--- src/rtl/phy_linkup_pkg.sv ---
package phy_linkup_pkg;

  typedef enum logic [2:0] {
    LM_FAIL     = 3'd0,
    LM_10_HALF  = 3'd1,
    LM_10_FULL  = 3'd2,
    LM_100_HALF = 3'd3,
    LM_100_FULL = 3'd4
  } link_mode_e;

  typedef enum logic [3:0] {
    S_IDLE, S_RST_LOW, S_RST_HIGH, S_SRST_WR, S_SRST_RD, S_ID_HI, S_ID_LO,
    S_CFG_WR, S_AN_RD, S_AN_WAIT, S_FWAIT, S_MODE_SEL, S_MODE_RD, S_LINK_RD,
    S_DONE
  } seq_state_e;

  localparam logic [4:0] REG_CTRL  = 5'd0;
  localparam logic [4:0] REG_STAT  = 5'd1;
  localparam logic [4:0] REG_ID_HI = 5'd2;
  localparam logic [4:0] REG_ID_LO = 5'd3;
  localparam logic [4:0] REG_VSTAT = 5'd31;

  localparam int CTRL_SRST_BIT  = 15;
  localparam int CTRL_SPEED_BIT = 13;
  localparam int CTRL_AN_BIT    = 12;
  localparam int CTRL_DUP_BIT   = 8;
  localparam int STAT_AN_BIT    = 5;
  localparam int STAT_LINK_BIT  = 2;

endpackage

--- src/rtl/linkup_wait_timer.sv ---
module linkup_wait_timer #(
  parameter int W = 8
) (
  input  logic         clk_i,
  input  logic         rst_ni,
  input  logic         load_i,
  input  logic [W-1:0] load_val_i,
  input  logic         dec_i,
  output logic         zero_o
);
  logic [W-1:0] cnt_q;

  always_ff @(posedge clk_i or negedge rst_ni) begin
    if (!rst_ni)                    cnt_q <= '0;
    else if (load_i)                cnt_q <= load_val_i;
    else if (dec_i && cnt_q != '0)  cnt_q <= cnt_q - 1'b1;
  end

  assign zero_o = (cnt_q == '0);
endmodule

--- src/rtl/linkup_poll_cnt.sv ---
module linkup_poll_cnt #(
  parameter int W = 8
) (
  input  logic         clk_i,
  input  logic         rst_ni,
  input  logic         clr_i,
  input  logic         inc_i,
  input  logic [W-1:0] limit_i,
  output logic         last_o
);
  logic [W-1:0] cnt_q;

  always_ff @(posedge clk_i or negedge rst_ni) begin
    if (!rst_ni)      cnt_q <= '0;
    else if (clr_i)   cnt_q <= '0;
    else if (inc_i)   cnt_q <= cnt_q + 1'b1;
  end

  // current read is the limit-th one
  assign last_o = ({1'b0, cnt_q} + 1'b1) >= {1'b0, limit_i};
endmodule

--- src/rtl/linkup_mode_decode.sv ---
module linkup_mode_decode
  import phy_linkup_pkg::*;
#(
  parameter logic [31:0] ID_MASK  = 32'hFFFF_FFF0,
  parameter logic [31:0] ID_VALUE = 32'h0007_C0F0
) (
  input  logic [31:0] phy_id_i,
  input  logic [2:0]  field_i,
  output logic        id_match_o,
  output link_mode_e  mode_o,
  output logic        full_duplex_o
);
  assign id_match_o = ((phy_id_i & ID_MASK) == ID_VALUE);

  always_comb begin
    mode_o = LM_FAIL;
    if (id_match_o) begin
      case (field_i)
        3'b001:  mode_o = LM_10_HALF;
        3'b101:  mode_o = LM_10_FULL;
        3'b010:  mode_o = LM_100_HALF;
        3'b110:  mode_o = LM_100_FULL;
        default: mode_o = LM_FAIL;
      endcase
    end
  end

  assign full_duplex_o = (mode_o != LM_10_HALF) && (mode_o != LM_100_HALF);
endmodule

--- src/rtl/phy_linkup_seq.sv ---
module phy_linkup_seq
  import phy_linkup_pkg::*;
#(
  parameter int          RST_LOW_MS     = 25,
  parameter int          RST_HIGH_MS    = 10,
  parameter int          RST_POLL_MAX   = 10000,
  parameter int          AN_POLL_MAX    = 1000,
  parameter int          FORCE_WAIT_CYC = 5000,
  parameter logic [31:0] ID_MASK        = 32'hFFFF_FFF0,
  parameter logic [31:0] ID_VALUE       = 32'h0007_C0F0
) (
  input  logic        clk_i,
  input  logic        rst_ni,
  input  logic        start_i,
  input  logic        force_i,
  input  logic        speed_i,
  input  logic        duplex_i,
  input  logic        ms_tick_i,
  output logic        mdio_req_o,
  output logic        mdio_wr_o,
  output logic [4:0]  mdio_reg_o,
  output logic [15:0] mdio_wdata_o,
  input  logic        mdio_done_i,
  input  logic [15:0] mdio_rdata_i,
  output logic        phy_rst_no,
  output logic [2:0]  link_mode_o,
  output logic        full_duplex_o,
  output logic        link_up_o,
  output logic [31:0] phy_id_o,
  output logic        done_o,
  output logic        timeout_o
);
  localparam int MS_MAX   = (RST_LOW_MS > RST_HIGH_MS) ? RST_LOW_MS : RST_HIGH_MS;
  localparam int TMR_MAX  = (MS_MAX > FORCE_WAIT_CYC) ? MS_MAX : FORCE_WAIT_CYC;
  localparam int TMR_W    = $clog2(TMR_MAX + 1);
  localparam int POLL_MAX = (RST_POLL_MAX > AN_POLL_MAX) ? RST_POLL_MAX : AN_POLL_MAX;
  localparam int POLL_W   = $clog2(POLL_MAX + 1);

  seq_state_e        state_q, state_d;
  logic              tmr_load, tmr_dec, tmr_zero;
  logic [TMR_W-1:0]  tmr_val;
  logic              poll_clr, poll_inc, poll_last;
  logic [POLL_W-1:0] poll_lim;
  logic              force_q, speed_q, duplex_q;
  logic [31:0]       id_q;
  logic [2:0]        field_q;
  logic              link_q, tmo_q, prst_q, tmo_set;
  logic              id_match;
  link_mode_e        mode;
  logic              accept;

  assign accept = start_i && (state_q == S_IDLE || state_q == S_DONE);

  linkup_wait_timer #(.W(TMR_W)) u_timer (
    .clk_i, .rst_ni, .load_i(tmr_load), .load_val_i(tmr_val),
    .dec_i(tmr_dec), .zero_o(tmr_zero)
  );

  assign poll_lim = (state_q == S_AN_RD) ? POLL_W'(AN_POLL_MAX) : POLL_W'(RST_POLL_MAX);

  linkup_poll_cnt #(.W(POLL_W)) u_poll (
    .clk_i, .rst_ni, .clr_i(poll_clr), .inc_i(poll_inc),
    .limit_i(poll_lim), .last_o(poll_last)
  );

  linkup_mode_decode #(.ID_MASK(ID_MASK), .ID_VALUE(ID_VALUE)) u_dec (
    .phy_id_i(id_q), .field_i(field_q), .id_match_o(id_match),
    .mode_o(mode), .full_duplex_o(full_duplex_o)
  );

  assign tmr_dec = (state_q == S_RST_LOW || state_q == S_RST_HIGH) ? ms_tick_i
                                                                    : (state_q == S_FWAIT);

  always_comb begin
    state_d  = state_q;
    tmr_load = 1'b0;
    tmr_val  = '0;
    poll_clr = 1'b0;
    poll_inc = 1'b0;
    tmo_set  = 1'b0;
    case (state_q)
      S_IDLE, S_DONE: if (start_i) begin
        state_d = S_RST_LOW; tmr_load = 1'b1; tmr_val = TMR_W'(RST_LOW_MS);
      end
      S_RST_LOW: if (tmr_zero) begin
        state_d = S_RST_HIGH; tmr_load = 1'b1; tmr_val = TMR_W'(RST_HIGH_MS);
      end
      S_RST_HIGH: if (tmr_zero) state_d = S_SRST_WR;
      S_SRST_WR: if (mdio_done_i) begin state_d = S_SRST_RD; poll_clr = 1'b1; end
      S_SRST_RD: if (mdio_done_i) begin
        if (!mdio_rdata_i[CTRL_SRST_BIT]) state_d = S_ID_HI;
        else if (poll_last) begin state_d = S_ID_HI; tmo_set = 1'b1; end
        else poll_inc = 1'b1;
      end
      S_ID_HI: if (mdio_done_i) state_d = S_ID_LO;
      S_ID_LO: if (mdio_done_i) state_d = S_CFG_WR;
      S_CFG_WR: if (mdio_done_i) begin
        if (force_q) begin
          state_d = S_FWAIT; tmr_load = 1'b1; tmr_val = TMR_W'(FORCE_WAIT_CYC);
        end else begin
          state_d = S_AN_RD; poll_clr = 1'b1;
        end
      end
      S_AN_RD: if (mdio_done_i) begin
        if (mdio_rdata_i[STAT_AN_BIT]) state_d = S_MODE_SEL;
        else if (poll_last) begin state_d = S_MODE_SEL; tmo_set = 1'b1; end
        else begin state_d = S_AN_WAIT; poll_inc = 1'b1; end
      end
      S_AN_WAIT:  if (ms_tick_i) state_d = S_AN_RD;
      S_FWAIT:    if (tmr_zero) state_d = S_MODE_SEL;
      S_MODE_SEL: state_d = id_match ? S_MODE_RD : S_LINK_RD;
      S_MODE_RD:  if (mdio_done_i) state_d = S_LINK_RD;
      S_LINK_RD:  if (mdio_done_i) state_d = S_DONE;
      default:    state_d = S_IDLE;
    endcase
  end

  always_ff @(posedge clk_i or negedge rst_ni) begin
    if (!rst_ni) begin
      state_q  <= S_IDLE;
      force_q  <= 1'b0;
      speed_q  <= 1'b0;
      duplex_q <= 1'b0;
      id_q     <= '0;
      field_q  <= '0;
      link_q   <= 1'b0;
      tmo_q    <= 1'b0;
      prst_q   <= 1'b0;
    end else begin
      state_q <= state_d;
      if (accept) begin
        force_q  <= force_i;
        speed_q  <= speed_i;
        duplex_q <= duplex_i;
        id_q     <= '0;
        field_q  <= '0;
        link_q   <= 1'b0;
        tmo_q    <= 1'b0;
        prst_q   <= 1'b0;
      end
      if (state_q == S_RST_LOW && tmr_zero) prst_q <= 1'b1;
      if (tmo_set) tmo_q <= 1'b1;
      if (mdio_done_i) begin
        case (state_q)
          S_ID_HI:   id_q[31:16] <= mdio_rdata_i;
          S_ID_LO:   id_q[15:0]  <= mdio_rdata_i;
          S_MODE_RD: field_q     <= mdio_rdata_i[4:2];
          S_LINK_RD: link_q      <= mdio_rdata_i[STAT_LINK_BIT];
          default: ;
        endcase
      end
    end
  end

  always_comb begin
    mdio_req_o   = 1'b1;
    mdio_wr_o    = 1'b0;
    mdio_reg_o   = REG_CTRL;
    mdio_wdata_o = '0;
    case (state_q)
      S_SRST_WR: begin
        mdio_wr_o = 1'b1;
        mdio_wdata_o[CTRL_SRST_BIT] = 1'b1;
      end
      S_SRST_RD: ;
      S_ID_HI:   mdio_reg_o = REG_ID_HI;
      S_ID_LO:   mdio_reg_o = REG_ID_LO;
      S_CFG_WR: begin
        mdio_wr_o = 1'b1;
        if (force_q) begin
          mdio_wdata_o[CTRL_SPEED_BIT] = speed_q;
          mdio_wdata_o[CTRL_DUP_BIT]   = duplex_q;
        end else begin
          mdio_wdata_o[CTRL_AN_BIT] = 1'b1;
        end
      end
      S_AN_RD, S_LINK_RD: mdio_reg_o = REG_STAT;
      S_MODE_RD:          mdio_reg_o = REG_VSTAT;
      default:            mdio_req_o = 1'b0;
    endcase
  end

  assign phy_rst_no  = prst_q;
  assign link_mode_o = mode;
  assign link_up_o   = link_q;
  assign phy_id_o    = id_q;
  assign done_o      = (state_q == S_DONE);
  assign timeout_o   = tmo_q;
endmodule

--- config.mk ---
export PLATFORM = sky130hd
export DESIGN_NAME = phy_linkup_seq
export DESIGN_NICKNAME = d
export VERILOG_FILES = /design/src/rtl/phy_linkup_pkg.sv /design/src/rtl/linkup_wait_timer.sv /design/src/rtl/linkup_poll_cnt.sv /design/src/rtl/linkup_mode_decode.sv /design/src/rtl/phy_linkup_seq.sv
export SDC_FILE = /design/constraint.sdc
export NUM_CORES = 1
export LEC_CHECK = 0
export BUFFER_PORTS_ARGS = -buffer_cell sky130_fd_sc_hd__buf_2
export CORE_UTILIZATION = 55
export CTS_BUF_LIST = sky130_fd_sc_hd__clkbuf_16
export CTS_CLUSTER_SIZE = 12
export DETAILED_ROUTE_END_ITERATION = 10
export GPL_ROUTABILITY_DRIVEN = 0
export HOLD_SLACK_MARGIN = 0.06
export PLACE_DENSITY = 0.79
export SETUP_SLACK_MARGIN = 0.05
export SYNTH_ARGS = -nofsm -noshare
export SYNTH_HDL_FRONTEND = slang
export SYNTH_SLANG_ARGS = --single-unit
--- constraint.sdc ---
create_clock -name clk_i -period 4.1 [get_ports clk_i]
set_input_delay 0.41 -clock clk_i [delete_from_list [all_inputs] [get_ports clk_i]]
set_output_delay 0.41 -clock clk_i [all_outputs]
set_load 0.1 [all_outputs]
==> flow_metrics.env <==
export IMPL_drt_total_wl_um=10070
export IMPL_detailroute_via_count=3722
export IMPL_p_per_area_mw_per_mm2=866.2
export IMPL_synth_edf_count=0
export IMPL_hold_violations=0
export IMPL_crit_required_ps=4320
export IMPL_async_flop_share_pct=100.0
export IMPL_fp_row_count=30
export IMPL_first_global_vias=3461
export IMPL_dp_slack_ps=685.1
export IMPL_crit_path_max_fanout=19
export IMPL_port_buffers=74
export IMPL_synth_area_leaders="dfrtp_1 44%, nand2_1 9.7%, o21ai_0 5.3%"
export IMPL_worstReg2RegStart="state_q[0]"
export IMPL_cts_tree="done"
export IMPL_fin_nets=579
export IMPL_drt_iter0_markers=254
export IMPL_cellLeakagePower_nw=2.408
export IMPL_overflow=0
export IMPL_syn_to_final_growth_pct=17.89
export IMPL_detail_route_vias_per_cell=5.771
export IMPL_grt_pass1_wl_um=16770
export IMPL_cts_max_path_buffers=2
export IMPL_clockRootBuffer="clkbuf_16"
export IMPL_ant_nets=0
export IMPL_fmax_mhz=288.7
export IMPL_clock_sinks=72
export IMPL_grt_antenna_before_repair=0
export IMPL_dieArea_mm2=0.007748
export IMPL_first_pass_iters=5
export IMPL_netlist_area_mm2=0.004070
export IMPL_drive_gt1_share_pct=21.68
export IMPL_fin_util_pct=68.73
export IMPL_cap_viol_max_count=0
export IMPL_outcome="finished clean"
export IMPL_post_cts_buffers=0
export IMPL_slowest_stage="dfrtp_1"
export IMPL_synth_ff_type="dfrtp_1"
export IMPL_worst_setup_path_end_kind="register"
export IMPL_drc_errors=0
export IMPL_cts_resized=0
export IMPL_final_setup_worst_slack_ps=636.8
export IMPL_core_mm2=0.006982
export IMPL_synth_warnings=0
export IMPL_rsz0062_at_grt="no"
export IMPL_avgSynthCellArea_um2=8.569
export IMPL_die_y_um=88.03
export IMPL_r2r_slack_ps=640
export IMPL_grt_start_max_net_pins=46
export IMPL_maxSlewHeadroom_pct=36.60
export IMPL_yosysTopAreaCellShare_pct=44.27
export IMPL_htree_levels=3
export IMPL_ys_seq_elements=72
export IMPL_ioPinCount=87
export IMPL_final_cells=645
export IMPL_tightest_slew_ps=950.9
export IMPL_fin_area_mm2=0.004798
export IMPL_rr_worst_depth=12
export IMPL_ir_worst_vdd_mv=0.6423
export IMPL_grt_use_total_pct=28.28
export IMPL_skew_ps=6.769
export IMPL_synthCells=475
export IMPL_crit_chain="inv_1, nand2_1, or2_2, inv_1, ha_1, nor2b_1, a311oi_1, o21ai_0, a311oi_2, o211ai_4, and2_4, a211o_1"
export IMPL_initial_core_util_pct=58.30
export IMPL_placed_cell_area_mm2=0.004494
export IMPL_min_period_ps=3463
export IMPL_tns_ps=0
export IMPL_cts_made_buffers=9
export IMPL_setup_viol_count_final=0
export IMPL_worst_setup_path_type="register to register"
export IMPL_dp_hpwl_um=6978
export IMPL_die_x_um=88.03
export IMPL_ys_types=58
export IMPL_crit_top_cell="inv_1"
export IMPL_start_kind="register"
export IMPL_critical_path_arrival_ps=3680
export IMPL_avgRoutedWirePerCell_um=15.61
export IMPL_min_path_type="input port to asynchronous set/reset pin"
export IMPL_r2r_end="u_poll.cnt_q[2]"
export IMPL_drv_slew=0
export IMPL_clk_latency_ps=340
export IMPL_clk_pin_slew_ps=60
export IMPL_ctsHoldBuffers=0
export IMPL_fin_crit_sh_pct=84.47
export IMPL_slowest_delay_ps=520
export IMPL_diodes=0
export IMPL_yosys_area_top_type="dfrtp_1"
export IMPL_dp_cells=629
export IMPL_ys_seq_area_share_pct=44.27
[cell families (layout without fill, tap and decap cells)]
group,count (synthesis),after routing,share of synthesized area (%)
DFF,72,72,44.27
adders and majority gates,11,11,3.381
AOI/OAI and AO/OA,86,86,13.46
xor gates and xnor gates,16,16,3.443
and+or+nand+nor,236,236,27.70
buffers and inverters,46,109,5.779
muxes,7,7,1.875
other,1,12,0.09213
[worst max-delay path: cells and delay by family, from the launching register on]
| family | cells | cell delay (ps) |
|---|---|---|
| adder cells (fa/ha/maj) | 1 | 260 |
| flip-flops | 1 | 520 |
| buffers and inverters | 2 | 390 |
| AND/OR/NAND/NOR | 4 | 890 |
| AO/OA/AOI/OAI | 5 | 1280 |
[worst max-delay path by stage]
| stage | to | slack [ps] | from |
|---|---|---|---|
| 3_5_place_dp | u_poll.cnt_q[2] | 690 | state_q[0] |
| 3_3_place_gp | u_poll.cnt_q[12] | 840 | state_q[0] |
| 2_1_floorplan | link_mode_o[0] | 60 | phy_id_o[7] |
| 6_report | u_poll.cnt_q[2] | 640 | state_q[0] |
| 5_1_grt | u_poll.cnt_q[2] | 440 | state_q[0] |
| 4_1_cts | u_poll.cnt_q[2] | 670 | state_q[0] |
[state kept, by name, summed over array words and instances (netlist names), 3 cells and up]
signal and flops:
field_q 3, phy_id_o 32, u_poll.cnt_q 14, u_timer.cnt_q 13, state_q 4
[per-layer routing]
layer,global-route usage (%),wire (um),up-vias
li1,-,-,1758
met1,38.71,4465,1794
met2,44.68,4719,157
met3,6.126,742,13
met4,9.971,140,0
met5,0,0,-
[placed cells by master, fill, tap and decap left out, types with 4 or more instances in the layout]
master	instances
a21o_1	6
a21oi_1	13
and3_1	4
buf_2	74
buf_4	6
clkbuf_16	9
conb_1	12
dfrtp_1	68
dfrtp_2	4
ha_1	11
inv_1	13
mux2_2	5
nand2_1	105
nand2b_1	8
nand3_1	36
nand4_1	4
nor2_1	30
nor2b_1	4
nor3_1	12
nor3b_1	5
nor4_1	6
o21ai_0	43
xnor2_1	9
xor2_1	7
[per-stage QoR]
| step | hold slack, ps | power [mW] |
|---|---|---|
| 2_1_floorplan | 114.4 | 2.954 |
| 3_3_place_gp | 468.6 | 3.306 |
| 3_5_place_dp | 492.9 | 3.349 |
| 4_1_cts | 269.5 | 4.156 |
| 5_1_grt | 283.0 | 4.362 |
| 6_report | 224.6 | 4.156 |
[report_power, final]
part / leakage (nW) / total, mW / internal (mW) / switching [mW]
combinational: 1.31 / 2.22 / 0.455 / 1.76
clock: 0.144 / 0.799 / 0.477 / 0.322
sequential: 0.954 / 1.14 / 0.933 / 0.208
[synth_stat cells (2+ instances only)]
cell type  count
a211o_1        2
a211oi_1       2
a21o_1         6
a21oi_1       13
a221o_1        2
and2_1         2
and3_1         4
buf_2          2
buf_4         14
clkbuf_1      15
dfrtp_1       72
ha_1          11
inv_1         13
mux2_2         5
mux2i_1        2
nand2_1      105
nand2b_1       8
nand3_1       36
nand4_1        4
nand4b_1       2
nor2_1        30
nor2b_1        4
nor3_1        13
nor3b_1        5
nor4_1         7
o21a_1         3
o21ai_0       43
o31ai_1        2
or2_2          2
or3_1          3
or4_1          2
xnor2_1        9
xor2_1         7
[cell type report]
| type | count | area [um2] |
|---|---|---|
| fill | 537 | 2183 |
| clock buffer | 9 | 225.2 |
| multi-input combinational | 368 | 2103 |
| sequential | 72 | 1807 |
| clock inverter | 7 | 78.83 |
| timing repair buffer | 80 | 415.4 |
| tap | 96 | 120.1 |
| inverter | 13 | 48.80 |
Note: power is estimated with default switching activity, not from simulation.
